## src/rtl/tpre_pkg.sv

```systemverilog
package tpre_pkg;
    typedef enum logic [1:0] {
        SQ_ONE_HZ   = 2'd0,
        SQ_512_HZ   = 2'd1,
        SQ_4K_RAW   = 2'd2,
        SQ_CLK_DIV8 = 2'd3
    } sq_sel_e;

    typedef enum logic {
        TS_RUN    = 1'b0,
        TS_INSERT = 1'b1
    } trim_state_e;
endpackage

```

## src/rtl/tpre_base_div.sv

```systemverilog
module tpre_base_div #(
    parameter int DIV = 8
) (
    input  logic clk,
    input  logic rst_n,
    output logic base_evt,
    output logic raw_sq,
    output logic div8_sq
);
    localparam int CW   = (DIV > 1) ? $clog2(DIV) : 1;
    localparam int HALF = DIV / 2;

    logic [CW-1:0] cnt;
    logic [2:0]    d8;

    always_ff @(posedge clk or negedge rst_n) begin
        if (!rst_n) begin
            cnt      <= '0;
            d8       <= '0;
            base_evt <= 1'b0;
        end else begin
            cnt      <= (cnt == CW'(DIV - 1)) ? '0 : cnt + 1'b1;
            d8       <= d8 + 3'd1;
            base_evt <= (cnt == CW'(DIV - 1));
        end
    end

    assign raw_sq  = (cnt >= CW'(HALF));
    assign div8_sq = d8[2];
endmodule

```

## src/rtl/tpre_trim_fsm.sv

```systemverilog
module tpre_trim_fsm
    import tpre_pkg::*;
#(
    parameter int PPM_SCALE = 1000000,
    parameter int TRIM_W    = 8
) (
    input  logic              clk,
    input  logic              rst_n,
    input  logic              base_evt,
    input  logic [TRIM_W-1:0] trim,
    output logic              comp_evt
);
    localparam int ACC_W = $clog2(PPM_SCALE + (1 << TRIM_W)) + 1;

    trim_state_e       st, st_n;
    logic [ACC_W-1:0]  acc, acc_n, sum;
    logic [TRIM_W-1:0] mag;
    logic              neg, hit, evt_n;

    assign neg = trim[TRIM_W-1];
    assign mag = neg ? (~trim + 1'b1) : trim;
    assign sum = acc + ACC_W'(mag);
    assign hit = (sum >= ACC_W'(PPM_SCALE));

    always_comb begin
        st_n  = st;
        acc_n = acc;
        evt_n = 1'b0;
        unique case (st)
            TS_RUN: begin
                if (base_evt) begin
                    if (hit) begin
                        acc_n = sum - ACC_W'(PPM_SCALE);
                        if (!neg) begin
                            evt_n = 1'b1;
                            st_n  = TS_INSERT;
                        end
                    end else begin
                        acc_n = sum;
                        evt_n = 1'b1;
                    end
                end
            end
            TS_INSERT: begin
                evt_n = 1'b1;
                st_n  = TS_RUN;
            end
            default: st_n = TS_RUN;
        endcase
    end

    always_ff @(posedge clk or negedge rst_n) begin
        if (!rst_n) begin
            st       <= TS_RUN;
            acc      <= '0;
            comp_evt <= 1'b0;
        end else begin
            st       <= st_n;
            acc      <= acc_n;
            comp_evt <= evt_n;
        end
    end

    assert_acc_bound_R3: assert property (@(posedge clk) disable iff (!rst_n)
        acc < ACC_W'(PPM_SCALE));

    assert_insert_after_event_R3: assert property (@(posedge clk) disable iff (!rst_n)
        (st == TS_INSERT) |-> $past(base_evt));

    assert_drop_needs_negative_R4: assert property (@(posedge clk) disable iff (!rst_n)
        ($past(base_evt) && !comp_evt) |-> $past(neg));
endmodule

```

## src/rtl/tpre_event_chain.sv

```systemverilog
module tpre_event_chain #(
    parameter int TICK_LOG2   = 4,
    parameter int SQ_FAST_BIT = 2,
    parameter int SQ_SLOW_BIT = 11
) (
    input  logic clk,
    input  logic rst_n,
    input  logic comp_evt,
    output logic tick,
    output logic sq_fast,
    output logic sq_slow
);
    localparam int CNT_W = SQ_SLOW_BIT + 1;

    logic [CNT_W-1:0] cnt;

    always_ff @(posedge clk or negedge rst_n) begin
        if (!rst_n) begin
            cnt  <= '0;
            tick <= 1'b0;
        end else begin
            if (comp_evt) cnt <= cnt + 1'b1;
            tick <= comp_evt && (cnt[TICK_LOG2-1:0] == '1);
        end
    end

    assign sq_fast = cnt[SQ_FAST_BIT];
    assign sq_slow = cnt[SQ_SLOW_BIT];

    assert_tick_single_R2: assert property (@(posedge clk) disable iff (!rst_n)
        tick |=> !tick);
endmodule

```

## src/rtl/trimmed_prescaler.sv

```systemverilog
module trimmed_prescaler
    import tpre_pkg::*;
#(
    parameter int PPM_SCALE = 1000000,
    parameter int DIV_4K    = 8
) (
    input  logic       clk,
    input  logic       rst_n,
    input  logic [7:0] trim_ppm,
    input  logic       sqw_en,
    input  logic [1:0] sqw_sel,
    output logic       tick_256,
    output logic       sqw_out
);
    logic base_evt, raw_sq, div8_sq, comp_evt, sq_fast, sq_slow, sq_pick;

    tpre_base_div #(.DIV(DIV_4K)) u_div (
        .clk(clk), .rst_n(rst_n), .base_evt(base_evt),
        .raw_sq(raw_sq), .div8_sq(div8_sq)
    );

    tpre_trim_fsm #(.PPM_SCALE(PPM_SCALE), .TRIM_W(8)) u_trim (
        .clk(clk), .rst_n(rst_n), .base_evt(base_evt),
        .trim(trim_ppm), .comp_evt(comp_evt)
    );

    tpre_event_chain #(.TICK_LOG2(4), .SQ_FAST_BIT(2), .SQ_SLOW_BIT(11)) u_chain (
        .clk(clk), .rst_n(rst_n), .comp_evt(comp_evt),
        .tick(tick_256), .sq_fast(sq_fast), .sq_slow(sq_slow)
    );

    always_comb begin
        unique case (sq_sel_e'(sqw_sel))
            SQ_ONE_HZ:   sq_pick = sq_slow;
            SQ_512_HZ:   sq_pick = sq_fast;
            SQ_4K_RAW:   sq_pick = raw_sq;
            SQ_CLK_DIV8: sq_pick = div8_sq;
            default:     sq_pick = 1'b0;
        endcase
    end

    always_ff @(posedge clk or negedge rst_n) begin
        if (!rst_n) sqw_out <= 1'b0;
        else        sqw_out <= sqw_en & sq_pick;
    end

    assert_sqw_gated_R9: assert property (@(posedge clk) disable iff (!rst_n)
        !$past(sqw_en) |-> !sqw_out);
endmodule

```

## config.mk

```make
export PLATFORM = sky130hd
export DESIGN_NAME = trimmed_prescaler
export DESIGN_NICKNAME = d
export VERILOG_FILES = /design/src/rtl/tpre_pkg.sv /design/src/rtl/tpre_base_div.sv /design/src/rtl/tpre_trim_fsm.sv /design/src/rtl/tpre_event_chain.sv /design/src/rtl/trimmed_prescaler.sv
export SDC_FILE = /design/constraint.sdc
export NUM_CORES = 1
export LEC_CHECK = 0
export CAP_MARGIN = 20
export CORE_MARGIN = 3
export CORE_UTILIZATION = 60
export DETAILED_ROUTE_END_ITERATION = 8
export MAX_ROUTING_LAYER = met4
export PLACE_DENSITY = 0.9
export REMOVE_ABC_BUFFERS = 1
export SYNTH_ARGS = -nofsm -noshare
export SYNTH_HDL_FRONTEND = slang
export SYNTH_HIERARCHICAL = 1
export SYNTH_SLANG_ARGS = --single-unit
```

## constraint.sdc

```tcl
create_clock -name clk -period 4.2 [get_ports clk]
set_input_delay 1.05 -clock clk [delete_from_list [all_inputs] [get_ports clk]]
set_output_delay 1.05 -clock clk [all_outputs]
set_load 0.02 [all_outputs]
```

==> results of run 1 <==
==> kinds of logic after synthesis <==
group,count (synthesis),synth area share
simple gates,134,0.210
mux,8,0.0289
compound gates,100,0.222
flops,44,0.326
fa+ha+maj,17,0.0653
buf+inv,24,0.0415
xor+xnor,40,0.106
==> synth_stat cells, drive strengths merged (9+ instances only) <==
| cell | count | share of area |
|---|---|---|
| dfrtp | 44 | 0.33 |
| o211ai | 9 | 0.022 |
| xnor2 | 25 | 0.065 |
| nor2 | 24 | 0.030 |
| nand2 | 47 | 0.054 |
| nand3 | 12 | 0.018 |
| a211oi | 10 | 0.027 |
| buf | 9 | 0.022 |
| nor3 | 12 | 0.024 |
| a21oi | 18 | 0.029 |
| inv | 10 | 0.011 |
| xor2 | 15 | 0.041 |
| ha | 16 | 0.059 |
| o21ai | 30 | 0.047 |
| nand4 | 11 | 0.025 |
==> timing repair <==
| item | 4_1_cts |
|---|---|
| pin swaps | 43 |
| endpoints found under the hold margin | 0 |
| gates resized for setup | 88 |
| setup buffers | 31 |
| endpoints found under the setup margin | 17 |
==> layer usage <==
layer	GRT overflow	global-route usage
met3	0	0.564
met4	10	0.762
met5	-	-
met2	18	0.877
met1	0	0.715
==> metrics by stage <==
stage	utilization	hold slack, ps	area [sq um]	worst slack, ps	std cells
after floorplan	-	401	3270	-393	353
after global placement	0.778	411	4100	-1020	518
after detailed placement	0.778	418	4100	-1160	518
after CTS	0.889	432	4680	-394	557
==> Flow_metrics.wiki, run 1 <==
{| class="wikitable"
! Metric !! Value
|-
| IO Port Bufs || 14
|-
| Vertical extent of the die || 81.0 um
|-
| Leftover overflow at the end of global routing || 28
|-
| Error that stopped the run || [ERROR GRT-0232] Routing congestion too high. Check the congestion heatmap in the GUI.
|-
| Status || stopped before the end
|-
| Total half-perimeter wirelength after legalization and detailed placement || around 7300 um
|-
| Netlist cell types || between 70 and 80
|-
| Initial antenna violation count || 1
|-
| Maximum count of clock buffers along a single path || 2
|-
| Maximum number of pins on one net before global-route repair || 45
|-
| Number of H-tree branching levels || 2
|-
| Post-synth ARST share || 1.00
|-
| Number of placed I/O pins || 15
|-
| Synth Flop Type || sky130_fd_sc_hd__dfrtp_1
|-
| Average cell area after synthesis || between 9 and 10 sq um
|-
| Worst-path endpoint category || register data pin
|-
| Total clock buffers created by CTS || 5
|-
| Clock Sinks || 44
|-
| Final RePlAce weighted congestion || 1.01
|-
| Worst-slack endpoint at the end of global-route timing repair || u_trim/acc[16]$_DFFE_PN0P_/D
|-
| Number of instances in the synthesized netlist || 367
|-
| Post-synthesis cell area || approximately 3400 sq um
|-
| Die outline width || roughly 80 um
|-
| Post-synthesis sequential element count || 44
|-
| Stage where the run ended || global routing
|-
| Sequential area share after synthesis || 0.326
|-
| Number of hold buffers added after CTS || 0
|-
| Row Count || 26
|-
| GRT Overall Usage || 0.736
|-
| Yosys warning total || 6
|-
| Root buffer selected by CTS || sky130_fd_sc_hd__clkbuf_8
|-
| Initial cell density of the core || 0.640
|-
| EDFF count, synth || 0
|}
==> inputs of run 2 (changes only) <==
--- a/config.mk
+++ b/config.mk
@@ -7,10 +7,9 @@
 export LEC_CHECK = 0
 export CAP_MARGIN = 20
 export CORE_MARGIN = 3
-export CORE_UTILIZATION = 60
+export CORE_UTILIZATION = 40
 export DETAILED_ROUTE_END_ITERATION = 8
-export MAX_ROUTING_LAYER = met4
-export PLACE_DENSITY = 0.9
+export PLACE_DENSITY_LB_ADDON = 0.15
 export REMOVE_ABC_BUFFERS = 1
 export SYNTH_ARGS = -nofsm -noshare
 export SYNTH_HDL_FRONTEND = slang
==> Flow_metrics.wiki, run 2 <==
{| class="wikitable"
! Metric !! Value
|-
| Root buffer selected by CTS || sky130_fd_sc_hd__clkbuf_8
|-
| Combined flip-flop and latch cell area || roughly 1100 sq um
|-
| Most common cell in the synthesized netlist || sky130_fd_sc_hd__nand2_1
|-
| Buf/Inv on CP || 5
|-
| Final worst path period need || 4590 ps
|-
| Row Count || 32
|-
| Placed cell count || between 500 and 600
|-
| Clock tree from TritonCTS || built
|-
| Violated checks || setup timing
|-
| Post-synthesis cell area || around 3400 sq um
|-
| Detailed-route vias per instance || roughly 5.6
|-
| Setup Skew || approximately 12 ps
|-
| Final number of max-transition violations || 0
|-
| Final Setup Violations || 17
|-
| Setup WS post-layout || -387 ps
|-
| Psw || between 1 and 1.5 mW
|-
| IO Port Bufs || 14
|-
| Yosys warning total || 6
|-
| Leftover overflow at the end of global routing || 0
|-
| Cell Pwr Density || 647 nW/um^2
|-
| Area contributors post-synth || sky130_fd_sc_hd__dfrtp_1 33%, sky130_fd_sc_hd__xnor2_1 6.5%, sky130_fd_sc_hd__ha_1 5.9%
|-
| Internal power || between 1.5 and 2 mW
|-
| Clock transition at the register clock pins on the worst setup and hold paths after CTS || ~100 ps
|-
| Worst Path Class, Setup || in -> reg
|-
| Die outline width || slightly below 100 um
|-
| Source-to-sink clock delay at the later pin of the worst-skew pair || around 310 ps
|-
| Most frequent cells in the layout || 113 x sky130_fd_sc_hd__buf_4, 45 x sky130_fd_sc_hd__nand2_1, 44 x sky130_fd_sc_hd__dfrtp_1, 21 x sky130_fd_sc_hd__xnor2_1, 20 x sky130_fd_sc_hd__nor2_1
|-
| Post-synth top area share || 0.326
|-
| Hold WS || 428 ps
|-
| Final Instance Count excl. Fillers || roughly 600
|-
| Kind of cell adding the most delay to the critical path || compound AO/OA/AOI/OAI gates
|-
| Netlist cell types || just over 70
|-
| Normalized max-slew margin || 0.386
|-
| Wire length per cell || around 17 um
|-
| Total count of hold-check failures in the final report || 0
|-
| Total Power || 3.18 mW
|-
| Crit-path max FO || 7
|-
| Number of H-tree branching levels || 2
|-
| Post-route DRC || 0
|-
| Crit path top cell by count || sky130_fd_sc_hd__buf_4
|-
| Setup slack after placement || -1100 ps
|-
| Largest reg by FF count || u_trim/acc
|-
| Post-route antenna net violation count || 0
|-
| Number of placed I/O pins || 15
|-
| Clock Sinks || 44
|-
| Initial cell density of the core || 0.424
|-
| Tcrit/Tclk final || 1.09
|-
| Switching share of power || 0.439
|-
| CP Data Required Time || 4370 ps
|-
| Data arrival time at the worst-slack endpoint || between 4000 and 5000 ps
|-
| Maximum count of clock buffers along a single path || 2
|-
| Setup total negative slack || -4720 ps
|-
| Sequential area share after synthesis || 0.326
|-
| # fillers || roughly 650
|-
| Total half-perimeter wirelength after legalization and detailed placement || 6810 um
|-
| GRT Overall Usage || 0.197
|-
| Regs by FF count || u_trim/acc x21, u_chain/cnt x12
|-
| Combinational fraction of design power || 0.673
|-
| Iteration-0 DRC Markers || between 200 and 250
|-
| First-pass iteration count of the detailed router || 5
|-
| Layout cell share with drive strength beyond 1 || 0.422
|-
| Via count || 3,329
|-
| Element type at the critical path end || register
|-
| Static leakage power || about 2.1 nW
|-
| Final RePlAce weighted congestion || between 0.9 and 1
|-
| Worst-case vdd ir drop || 0.274 mV
|-
| Number of max-capacitance violations reported || 0
|-
| Critical-path cell list || buf_6 -> or3_4 -> o31ai_4 -> xnor2_1 -> ha_2 -> nand4_1 -> buf_4 -> o32ai_4 -> o21ai_2 -> or4b_4 -> a311oi_4 -> buf_6 -> buf_4 -> a21o_4 -> o21ai_0 -> buf_4 -> xnor2_2 -> o21ai_1
|-
| Worst min-delay path category || reg -> reg
|-
| Post-synthesis sequential element count || 44
|-
| Share of total power in the clock network || 0.111
|-
| EDFF count, synth || 0
|-
| Power share of the sequential group || 0.216
|-
| Max reg flops || 21
|-
| Total clock buffers created by CTS || 5
|-
| Status || finished, violations left
|-
| Number of global-route vias before repair || between 3,000 and 4,000
|-
| Core area || around 8000 sq um
|-
| Critical path launch point type || input port
|-
| Highest clock frequency the design can meet || 218 MHz
|-
| Vertical extent of the die || 97.9 um
|-
| Synth Flop Type || sky130_fd_sc_hd__dfrtp_1
|-
| First-pass GRT wire length || 15,500 um
|-
| Initial antenna violation count || 0
|-
| Largest incremental delay on the critical path || about 550 ps
|-
| Area grow syn2layout || 45.7%
|-
| Area used by multi-input combinational logic || around 2500 sq um
|-
| Number of instances in the synthesized netlist || ~370
|-
| Total die area || 9570 sq um
|-
| Post-synth ARST share || 1.00
|-
| Average cell area after synthesis || ~9.2 sq um
|-
| Number of hold buffers added after CTS || 0
|-
| Most used standard cells in the synthesized netlist || 45 x sky130_fd_sc_hd__nand2_1, 44 x sky130_fd_sc_hd__dfrtp_1, 25 x sky130_fd_sc_hd__o21ai_0, 25 x sky130_fd_sc_hd__xnor2_1, 22 x sky130_fd_sc_hd__nor2_1
|-
| Post-layout nets || 522
|-
| Antenna Diode Count || 0
|-
| Worst-path cell with the longest stage delay || sky130_fd_sc_hd__or4b_4
|-
| Most common cell after layout, fill and taps aside || sky130_fd_sc_hd__buf_4
|-
| Aggregate routed wire length || 10000 um
|-
| Unrepaired setup endpoints after global routing || yes
|-
| Pin slew with the least headroom to its limit || 920 ps
|-
| Cell taking the most area after synthesis || sky130_fd_sc_hd__dfrtp_1
|-
| Maximum number of pins on one net before global-route repair || 32
|}
-- run 2: logic make-up after synthesis --
group                    after synthesis  share of synthesized area
XOR/XNOR                              40                      0.106
multiplexers                           8                     0.0289
AND/OR/NAND/NOR                      134                      0.210
flip-flops                            44                      0.326
AO/OA/AOI/OAI                        100                      0.222
adder cells (fa/ha/maj)               17                     0.0653
buffers and inverters                 24                     0.0415
-- run 2: worst paths after layout --
kind                                      startpoint                         end  slack (ps)  cells after the start
max                                      trim_ppm[1]   u_trim/acc[8]$_DFFE_PN0P_        -390                     18
max in group asynchronous                      rst_n  u_chain/cnt[1]$_DFFE_PN0P_        2710                      2
max reg2reg                u_trim/acc[0]$_DFFE_PN0P_  u_trim/acc[13]$_DFFE_PN0P_         530                     15
min reg2reg                    u_div/d8[0]$_DFF_PN0_       u_div/d8[0]$_DFF_PN0_         430                      1
min                            u_div/d8[0]$_DFF_PN0_       u_div/d8[0]$_DFF_PN0_         430                      1
min in group asynchronous                      rst_n  u_trim/acc[13]$_DFFE_PN0P_         800                      1
-- run 2: layer usage --
| layer | GRT usage | vias up | wire length, um |
|---|---|---|---|
| met5 | 0 | - | 0 |
| met2 | 0.326 | 102 | 4800 |
| met1 | 0.262 | 1610 | 4510 |
| met4 | 0.0575 | 0 | 206 |
| met3 | 0.0386 | 23 | 483 |
| li1 | - | 1594 | - |
-- run 2: area by class of cell --
| class | count | share of cell area |
|---|---|---|
| clock buffers | 5 | 0.0140 |
| clock inverters | 3 | 0.00942 |
| inverters | 10 | 0.00764 |
| multi-input cells | 299 | 0.509 |
| flip-flops and latches | 44 | 0.224 |
| well taps | 102 | 0.0260 |
| repair buffers | 132 | 0.210 |
-- run 2: what timing repair did --
item | CTS | global route
resized for setup | 68 | 41
setup endpoints to repair | 17 | 17
setup buffers | 15 | 16
gates cloned | 0 | 0
pin swaps | 32 | 46
-- run 2: per-stage QoR --
| step | util | area (sq um) |
|---|---|---|
| finish | 0.617 | 4920 |
| global route | 0.617 | 4920 |
| CTS | 0.582 | 4640 |
| detailed placement | 0.529 | 4220 |
| global placement | 0.529 | 4220 |
| floorplan | - | 3270 |
-- run 2: power by group through the flow --
stage / Clock (mW) / Sequential (mW) / Combinational [mW]
floorplan: 0 / 0.640 / 0.909
global placement: 0 / 0.682 / 1.63
detailed placement: 0 / 0.683 / 1.64
CTS: 0.363 / 0.676 / 1.88
global route: 0.377 / 0.706 / 2.29
finish: 0.353 / 0.687 / 2.14
(Power assumes the default switching activity.)
